<file path="config.mk">
export PLATFORM = sky130hd
export DESIGN_NAME = wp_seq_detect
export DESIGN_NICKNAME = d
export VERILOG_FILES = /design/src/rtl/wp_pkg.sv /design/src/rtl/wp_cmd_matcher.sv /design/src/rtl/wp_protect_state.sv /design/src/rtl/wp_seq_detect.sv
export SDC_FILE = /design/constraint.sdc
export NUM_CORES = 1
export LEC_CHECK = 0
export ABC_AREA = 1
export ABC_CLOCK_PERIOD_IN_PS = 1790
export BUFFER_PORTS_ARGS = -buffer_cell sky130_fd_sc_hd__buf_2
export CAP_MARGIN = 20
export CORE_MARGIN = 2
export CORE_UTILIZATION = 46
export DETAILED_ROUTE_END_ITERATION = 12
export PLACE_DENSITY = 0.87
export SLEW_MARGIN = 20
export SYNTH_ARGS = -nofsm -noshare
export SYNTH_HDL_FRONTEND = slang
export SYNTH_SLANG_ARGS = --single-unit
</file>
<file path="constraint.sdc">
create_clock -name clk -period 1.79 [get_ports clk]
set_input_delay 0.179 -clock clk [delete_from_list [all_inputs] [get_ports clk]]
set_output_delay 0.179 -clock clk [all_outputs]
set_load 0.005 [all_outputs]
</file>
<file path="src/rtl/wp_pkg.sv">
package wp_pkg;

  localparam int AW    = 15;
  localparam int DW    = 8;
  localparam int NSTEP = 6;
  localparam int SW    = 3;

  localparam logic [AW-1:0] ADR_HI = 15'h5555;
  localparam logic [AW-1:0] ADR_LO = 15'h2AAA;

  localparam logic [DW-1:0] K_LEAD  = 8'hAA;
  localparam logic [DW-1:0] K_NEXT  = 8'h55;
  localparam logic [DW-1:0] K_ARM   = 8'hA0;
  localparam logic [DW-1:0] K_EXT   = 8'h80;
  localparam logic [DW-1:0] K_CLEAR = 8'h20;

  typedef enum logic [SW-1:0] {
    ST_C0, ST_C1, ST_C2, ST_C3, ST_C4, ST_C5, ST_PASS
  } step_e;

  function automatic logic [AW-1:0] slot_addr(input int idx);
    case (idx)
      1, 4:    return ADR_LO;
      default: return ADR_HI;
    endcase
  endfunction

  function automatic logic [DW-1:0] slot_data(input int idx);
    case (idx)
      0, 3:    return K_LEAD;
      1, 4:    return K_NEXT;
      2:       return K_EXT;
      default: return K_CLEAR;
    endcase
  endfunction

endpackage

</file>
<file path="src/rtl/wp_cmd_matcher.sv">
module wp_cmd_matcher
  import wp_pkg::*;
(
  input  logic          clk,
  input  logic          rst_n,
  input  logic          por_n,
  input  logic          take,
  input  logic          restart,
  input  logic [AW-1:0] addr,
  input  logic [DW-1:0] data,
  output logic          hit,
  output logic          arm_seen,
  output logic          clr_seen
);

  step_e              step_q, step_d;
  logic [NSTEP-1:0]   slot_hit;
  logic               arm_hit;

  for (genvar gi = 0; gi < NSTEP; gi++) begin : g_slot
    assign slot_hit[gi] = (step_q == step_e'(SW'(gi))) &&
                          (addr == slot_addr(gi)) &&
                          (data == slot_data(gi));
  end

  assign arm_hit  = (step_q == ST_C2) && (addr == ADR_HI) && (data == K_ARM);
  assign hit      = take && ((|slot_hit) || arm_hit);
  assign arm_seen = take && arm_hit;
  assign clr_seen = take && slot_hit[NSTEP-1];

  always_comb begin
    step_d = step_q;
    if (restart) begin
      step_d = ST_C0;
    end else if (take) begin
      if (arm_hit || slot_hit[NSTEP-1]) begin
        step_d = ST_PASS;
      end else if (|slot_hit) begin
        step_d = step_e'(step_q + SW'(1));
      end else begin
        step_d = ST_PASS;
      end
    end
  end

  always_ff @(posedge clk) begin
    if (!por_n || !rst_n) begin
      step_q <= ST_C0;
    end else begin
      step_q <= step_d;
    end
  end

endmodule

</file>
<file path="src/rtl/wp_protect_state.sv">
module wp_protect_state (
  input  logic clk,
  input  logic rst_n,
  input  logic por_n,
  input  logic arm_seen,
  input  logic clr_seen,
  input  logic load_end,
  input  logic prog_done,
  output logic protect_q,
  output logic unlocked_q,
  output logic busy_q
);

  logic pend_arm_q;
  logic pend_clr_q;

  always_ff @(posedge clk) begin
    if (!por_n) begin
      protect_q  <= 1'b0;
      unlocked_q <= 1'b0;
      busy_q     <= 1'b0;
      pend_arm_q <= 1'b0;
      pend_clr_q <= 1'b0;
    end else if (!rst_n) begin
      unlocked_q <= 1'b0;
      busy_q     <= 1'b0;
      pend_arm_q <= 1'b0;
      pend_clr_q <= 1'b0;
    end else if (prog_done) begin
      if (pend_arm_q) begin
        protect_q <= 1'b1;
      end else if (pend_clr_q) begin
        protect_q <= 1'b0;
      end
      unlocked_q <= 1'b0;
      busy_q     <= 1'b0;
      pend_arm_q <= 1'b0;
      pend_clr_q <= 1'b0;
    end else begin
      if (load_end) begin
        busy_q <= 1'b1;
      end
      if (arm_seen) begin
        pend_arm_q <= 1'b1;
        pend_clr_q <= 1'b0;
        unlocked_q <= 1'b1;
      end
      if (clr_seen) begin
        pend_clr_q <= 1'b1;
        pend_arm_q <= 1'b0;
        unlocked_q <= 1'b1;
      end
    end
  end

endmodule

</file>
<file path="src/rtl/wp_seq_detect.sv">
module wp_seq_detect
  import wp_pkg::*;
(
  input  logic          clk,
  input  logic          rst_n,
  input  logic          por_n,
  input  logic          wr_valid,
  input  logic [AW-1:0] wr_addr,
  input  logic [DW-1:0] wr_data,
  input  logic          load_timeout,
  input  logic          prog_done,
  output logic          protect_on,
  output logic          commit_en,
  output logic          cmd_suppress
);

  logic take;
  logic restart;
  logic arm_seen;
  logic clr_seen;
  logic protect_q;
  logic unlocked_q;
  logic busy_q;

  assign take    = wr_valid && !busy_q && !load_timeout && !prog_done;
  assign restart = load_timeout || prog_done;

  wp_cmd_matcher u_match (
    .clk      (clk),
    .rst_n    (rst_n),
    .por_n    (por_n),
    .take     (take),
    .restart  (restart),
    .addr     (wr_addr),
    .data     (wr_data),
    .hit      (cmd_suppress),
    .arm_seen (arm_seen),
    .clr_seen (clr_seen)
  );

  wp_protect_state u_state (
    .clk        (clk),
    .rst_n      (rst_n),
    .por_n      (por_n),
    .arm_seen   (arm_seen),
    .clr_seen   (clr_seen),
    .load_end   (load_timeout),
    .prog_done  (prog_done),
    .protect_q  (protect_q),
    .unlocked_q (unlocked_q),
    .busy_q     (busy_q)
  );

  assign protect_on = protect_q;
  assign commit_en  = !protect_q || unlocked_q;

endmodule

</file>
# ---- Yosys cells after proc, flatten, opt, wreduce, memory -nomap -nowiden
# Index checks and enable logic that the tools add are counted.
dict set report classes {
  n_addsub 1
  eq_ne 12
  n_mux 8
  n_bitwise 2
  n_reduce_logical 38
}
# op count
set op_table {}
lappend op_table {{8-bit == test, second input constant} 3}
lappend op_table {{1-bit logical AND} 19}
lappend op_table {{15-bit by 14-bit == test with 1-bit output, second input constant} 1}
lappend op_table {{15-bit == test, second input constant} 1}
lappend op_table {{8-bit by 6-bit == test with 1-bit output, second input constant} 1}
lappend op_table {{8-bit by 7-bit == test with 1-bit output, second input constant} 1}
lappend op_table {{3-bit by 2-bit == test with 1-bit output, second input constant} 2}
lappend op_table {{3-bit == test, second input constant} 2}
lappend op_table {{1-bit logical NOT} 6}
lappend op_table {{1-bit 2-to-1 mux} 6}
lappend op_table {{3-bit 2-to-1 mux} 2}
lappend op_table {{6-bit OR reduction} 1}
lappend op_table {{1-bit logical OR} 5}
lappend op_table {{2-bit nonzero test} 2}
lappend op_table {{4-bit OR reduction} 1}
lappend op_table {{3-bit by 1-bit adder with 3-bit output, second input constant} 1}
lappend op_table {{3-bit by 1-bit == test with 1-bit output, second input constant} 1}
lappend op_table {{3-bit logical NOT} 1}
lappend op_table {{3-bit AND reduction} 1}
lappend op_table {{3-bit OR reduction} 1}
lappend op_table {{1-bit inverter} 2}
lappend op_table {{2-bit OR reduction} 1}
dict set report totals {
  regBits 8
  in_bits 29
  out_inout_bits 3
  wordCells 67
}

# ---- Logic depth before layout (Yosys ltp)
dict set report logic_depth {
  word_depth 7
  ltp_mapped 11
  ltp_nobuf 11
}

# ---- Hierarchy
# From an unflattened synthesis, not the netlist that was laid out.
dict set report hier_totals {
  hier_cells 147
  area_unflattened_um2 787.0
}
# mod instances cells_each area_each_um2 seq_area_each_um2
set modules_own_cells {}
lappend modules_own_cells {wp_cmd_matcher 1 111 555.5 60.1}
lappend modules_own_cells {wp_protect_state 1 28 196.4 100.1}
lappend modules_own_cells {wp_seq_detect 1 8 35.0 0.0}

# ---- Worst setup path before layout
# Ideal clock, no wire load.
dict set report synth_timing {
  path_kind {register to register}
  startpoint {reg u_match.step_q[0]}
  endpoint {reg u_match.step_q[1]}
  setup_ns 0.113
  t_arrival_ns 1.225
  t_required_ns 1.677
  path_slack_ns 0.452
  path_stages_with_launch 11
  n_path_buf 0
  synth_period_minus_slack_ns 1.338
  path_cell_list {dfxtp_1 inv_1 ha_1 nand2_2 nor2_2 nand2_1 nor2_2 o21ai_1 nand2_1 o21ai_1 inv_1}
}
dict set report synth_between {
  elab_chain_len 6
  word_cells_on_any_way 24
  classes_between {1 x add/sub; 5 x eq/ne; 2 x mux; 16 x reduce/logical}
}
# element line
set synth_lines {}
lappend synth_lines {{start: declaration} wp_cmd_matcher.sv:16} ;# step_e step_q, step_d;
lappend synth_lines {{start signal: assignment} wp_cmd_matcher.sv:50} ;# step_q <= step_d;
lappend synth_lines {{3-bit by 1-bit == test with 1-bit output (tied with other cells)} wp_cmd_matcher.sv:21} ;# assign slot_hit[gi] = (step_q == step_e'(SW'(gi))) &&
lappend synth_lines {{1-bit logical AND (on tied branches)} {wp_cmd_matcher.sv:21, wp_cmd_matcher.sv:26}}
lappend synth_lines {{1-bit logical AND} wp_cmd_matcher.sv:22} ;# (addr == slot_addr(gi)) &&
lappend synth_lines {{6-bit OR reduction} wp_cmd_matcher.sv:38} ;# end else if (|slot_hit) begin
lappend synth_lines {{3-bit 2-to-1 mux} wp_cmd_matcher.sv:38}
lappend synth_lines {{3-bit 2-to-1 mux (*)} wp_cmd_matcher.sv:36} ;# if (arm_hit || slot_hit[NSTEP-1]) begin
# Every way passes the cells marked *; elsewhere a longest branch is shown, timed or not.
# A chain may end at the register's enable or synchronous reset.

# ---- Worst setup path after layout
dict set report layout_timing {
  startpoint {reg u_match.step_q[0]}
  endpoint {out cmd_suppress}
}
dict set report layout_between {
  elab_chain_len 6
  word_cells_on_any_way 22
  classes_between {5 x eq/ne; 17 x reduce/logical}
}
# element line
set layout_lines {}
lappend layout_lines {{3-bit by 1-bit == test with 1-bit output (tied with other cells)} wp_cmd_matcher.sv:21}
lappend layout_lines {{1-bit logical AND (on tied branches)} {wp_cmd_matcher.sv:21, wp_cmd_matcher.sv:26}}
lappend layout_lines {{1-bit logical AND} wp_cmd_matcher.sv:22}
lappend layout_lines {{6-bit OR reduction} wp_cmd_matcher.sv:27} ;# assign hit = take && ((|slot_hit) || arm_hit);
lappend layout_lines {{1-bit logical OR (*)} wp_cmd_matcher.sv:27}
lappend layout_lines {{1-bit logical AND (*)} wp_cmd_matcher.sv:27}
lappend layout_lines {{end: declaration} wp_seq_detect.sv:14} ;# output logic cmd_suppress
# Marks and branches as above.

==> flow_metrics.tcl <==
set metrics [dict create \
    status "finished clean" \
    r2r-start "u_match.step_q[0]" \
    min_path_type "input pin to flop" \
    worstPathArrival_ps 1590 \
    cts_tree "yes" \
    track_usage 0.197 \
    whs_path_depth 2 \
    slowest_delay_ps 370 \
    syn-num-nets 159 \
    syn_inst 125 \
    min_period_ps 1760 \
    post-synth-top-count-cell "nand2_1" \
    stdcell_count 178 \
    place_worst_setup_slack_ps 269 \
    relSlewSlack 0.805 \
    coreArea_um2 1510 \
    drv_cap 0 \
    reg2reg_to "u_match.step_q[2]" \
    synth_top_area_frac 0.218 \
    overflow 0 \
    grt_max_degree 6 \
    globalplace.congestion 0.826 \
    ant_nets 0 \
    die_w_um 44.0 \
    antenna_cells 0 \
    startpoint_type "flop" \
    critPathSlowestCell "dfxtp_4" \
    cp.required_ps 1610 \
    yosysWarnings 0 \
    antenna_found_initial 0 \
    fp.dieH_um 44.0 \
    synth_edf_count 0 \
    core.rowCount 14 \
    crit_type "flop to output pin" \
    firstDrtPassIters 4 \
    synthArstFlopShare 0 \
    finalHoldViolations 0 \
    crit_top_cell "nand2_2" \
    cts_buffers 3 \
    via_per_inst 5.12 \
    hold_end "u_state.protect_q" \
    vias 911 \
    clkTransAtPathRegs_ps 60 \
    htreeDepth 1 \
    drv_slew 0 \
    synth_cell_types 20 \
    drt_iter0_drc 30 \
    p_leak_nw 0.538 \
    max_freq_mhz 567 \
    min-delay-start "por_n" \
    r2r.worst_path.cells 12 \
    nets 198 \
    finalSetupViolations 0 \
    ir_worst_vdd_uv 325 \
    initial_core_util 0.488 \
    grt_pass1_vias 798 \
    crit_chain "ha_4, ha_4, inv_2, nand2_2, nand3_1, nand3_1, nand2_1, nand2_2, nand2_2, nand2_1, buf_2" \
    reg2reg_slack_ps 270 \
    synth_top_cells_by_count "29 x nand2_1, 26 x inv_1, 17 x nor2_1" \
    period_share 0.986 \
    worst_pin_slew_ps 290 \
    cts_hold_buf 0 \
    ys.flop_type "dfxtp_1" \
    port_buffers 31 \
    synth_area_um2 736 \
    grt_pass1_wl_um 2880 \
    dp.final_hpwl_um 1440 \
    drive_gt1_frac 0.395 \
    fin_hold_ws_ps 192 \
    root_buffer "clkbuf_4" \
    wl_um 1970 \
    critPathMaxFanout 3 \
    cts.sinks 8 \
    power_density_nw_per_um2 372 \
    ys_top_cells_by_area "dfxtp_1 22%, nand2_1 15%, inv_1 13%, nor2_1 8.7%, ha_1 8.5%" \
    endpoint_kind "output pin" \
    fin_worst_skew_ps 3.91 \
    ys_seq_area_frac 0.218 \
    syn_avg_cell_area_um2 5.89 \
    clk_path_buf_depth 2 \
    fp.dieArea_um2 1940 \
    place_inst 172 \
    synth_seq_cells 8 \
    syn_to_final_growth_pct 43.5 \
    drc 0 \
    yosys.area.top_type "dfxtp_1" \
    io_pins 32 \
    wl_per_cell_um 11.1 \
    clk_latency_ps 250 \
    worst_slack_ps 25.3 \
]
==> per-stage QoR <==
step / TNS, ps / power, mW / utilization / area, um^2
5_1_grt: -36.4 / 0.412 / 0.701 / 1060
3_5_place_dp: 0 / 0.257 / 0.605 / 911
4_1_cts: 0 / 0.394 / 0.620 / 933
2_1_floorplan: 0 / 0.213 / - / 736
3_3_place_gp: 0 / 0.255 / 0.605 / 911
6_report: 0 / 0.393 / 0.701 / 1060
==> power breakdown <==
part	switching [mW]	internal, mW	total (mW)	leakage [nW]
clock network	0.0621	0.0768	0.139	0.0138
registers	0.000695	0.176	0.177	0.0661
logic	0.0429	0.0346	0.0775	0.458
total	0.106	0.288	0.393	0.538
==> what timing repair did <==
| action | 4_1_cts | 5_1_grt |
|---|---|---|
| pin swaps | 0 | 6 |
| setup buffers | 0 | 3 |
| setup endpoints to repair | 1 | 1 |
| gates resized for setup | 1 | 24 |
==> metal layers <==
metal / vias up / wire length (um) / GRT usage
met3: 8 / 159 / 0.0583
li1: 465 / - / -
met4: 0 / 42 / 0.0606
met2: 41 / 1040 / 0.382
met5: - / 0 / 0
met1: 397 / 723 / 0.197
==> registers in the layout (all words and copies together), names as in the netlist <==
signal              cells
u_state.pend_clr_q      1
u_state.unlocked_q      1
u_state.busy_q          1
u_state.pend_arm_q      1
u_state.protect_q       1
u_match.step_q          3
==> critical path: cells and delay by family (launching register included) <==
family	cells	cell delay, ps
AND/OR/NAND/NOR	7	460
adder cells (fa/ha/maj)	2	320
flip-flops	1	370
buffers and inverters	2	170
==> layout make-up <==
class | count | area (um^2)
Multi-Input combinational cell | 90 | 559
Fill cell | 137 | 450
Inverter | 27 | 109
Sequential cell | 8 | 168
Clock buffer | 3 | 22.5
Tap cell | 16 | 20.0
Timing Repair Buffer | 34 | 178
==> cells by family (layout without fill, tap and decap cells) <==
kind of cell | count (synthesis) | after routing | synth area share
AND/OR/NAND/NOR | 73 | 73 | 0.464
buffers and inverters | 27 | 64 | 0.138
AO/OA/AOI/OAI | 12 | 12 | 0.0952
flip-flops | 8 | 8 | 0.218
adder cells (fa/ha/maj) | 5 | 5 | 0.0850
==> worst max path at each step <==
| stage | endpoint | slack (ps) | start |
|---|---|---|---|
| 3_5_place_dp | cmd_suppress | 270 | u_match.step_q[0] |
| 3_3_place_gp | cmd_suppress | 300 | u_match.step_q[0] |
| 6_report | cmd_suppress | 30 | u_match.step_q[0] |
| 4_1_cts | cmd_suppress | 10 | u_match.step_q[1] |
| 5_1_grt | cmd_suppress | -40 | u_match.step_q[0] |
| 2_1_floorplan | u_match.step_q[1] | 450 | u_match.step_q[0] |
==> cell usage in the layout, fill, tap and decap left out <==
master	instances
inv_2	2
nand3_2	2
inv_1	23
clkbuf_4	3
nor2_2	2
dfxtp_1	6
a31oi_1	1
o21ai_0	1
dfxtp_4	2
inv_4	1
o21ai_1	3
a21boi_0	1
ha_4	5
nand3_1	8
nor2_4	2
inv_6	1
buf_2	31
buf_4	3
nand2_2	5
nor3_1	2
nor3_2	4
nand2_1	28
a21oi_2	1
a21oi_1	4
nor2_1	17
o21bai_1	1
nand4_1	3
Note: power is estimated with default switching activity, not from simulation.
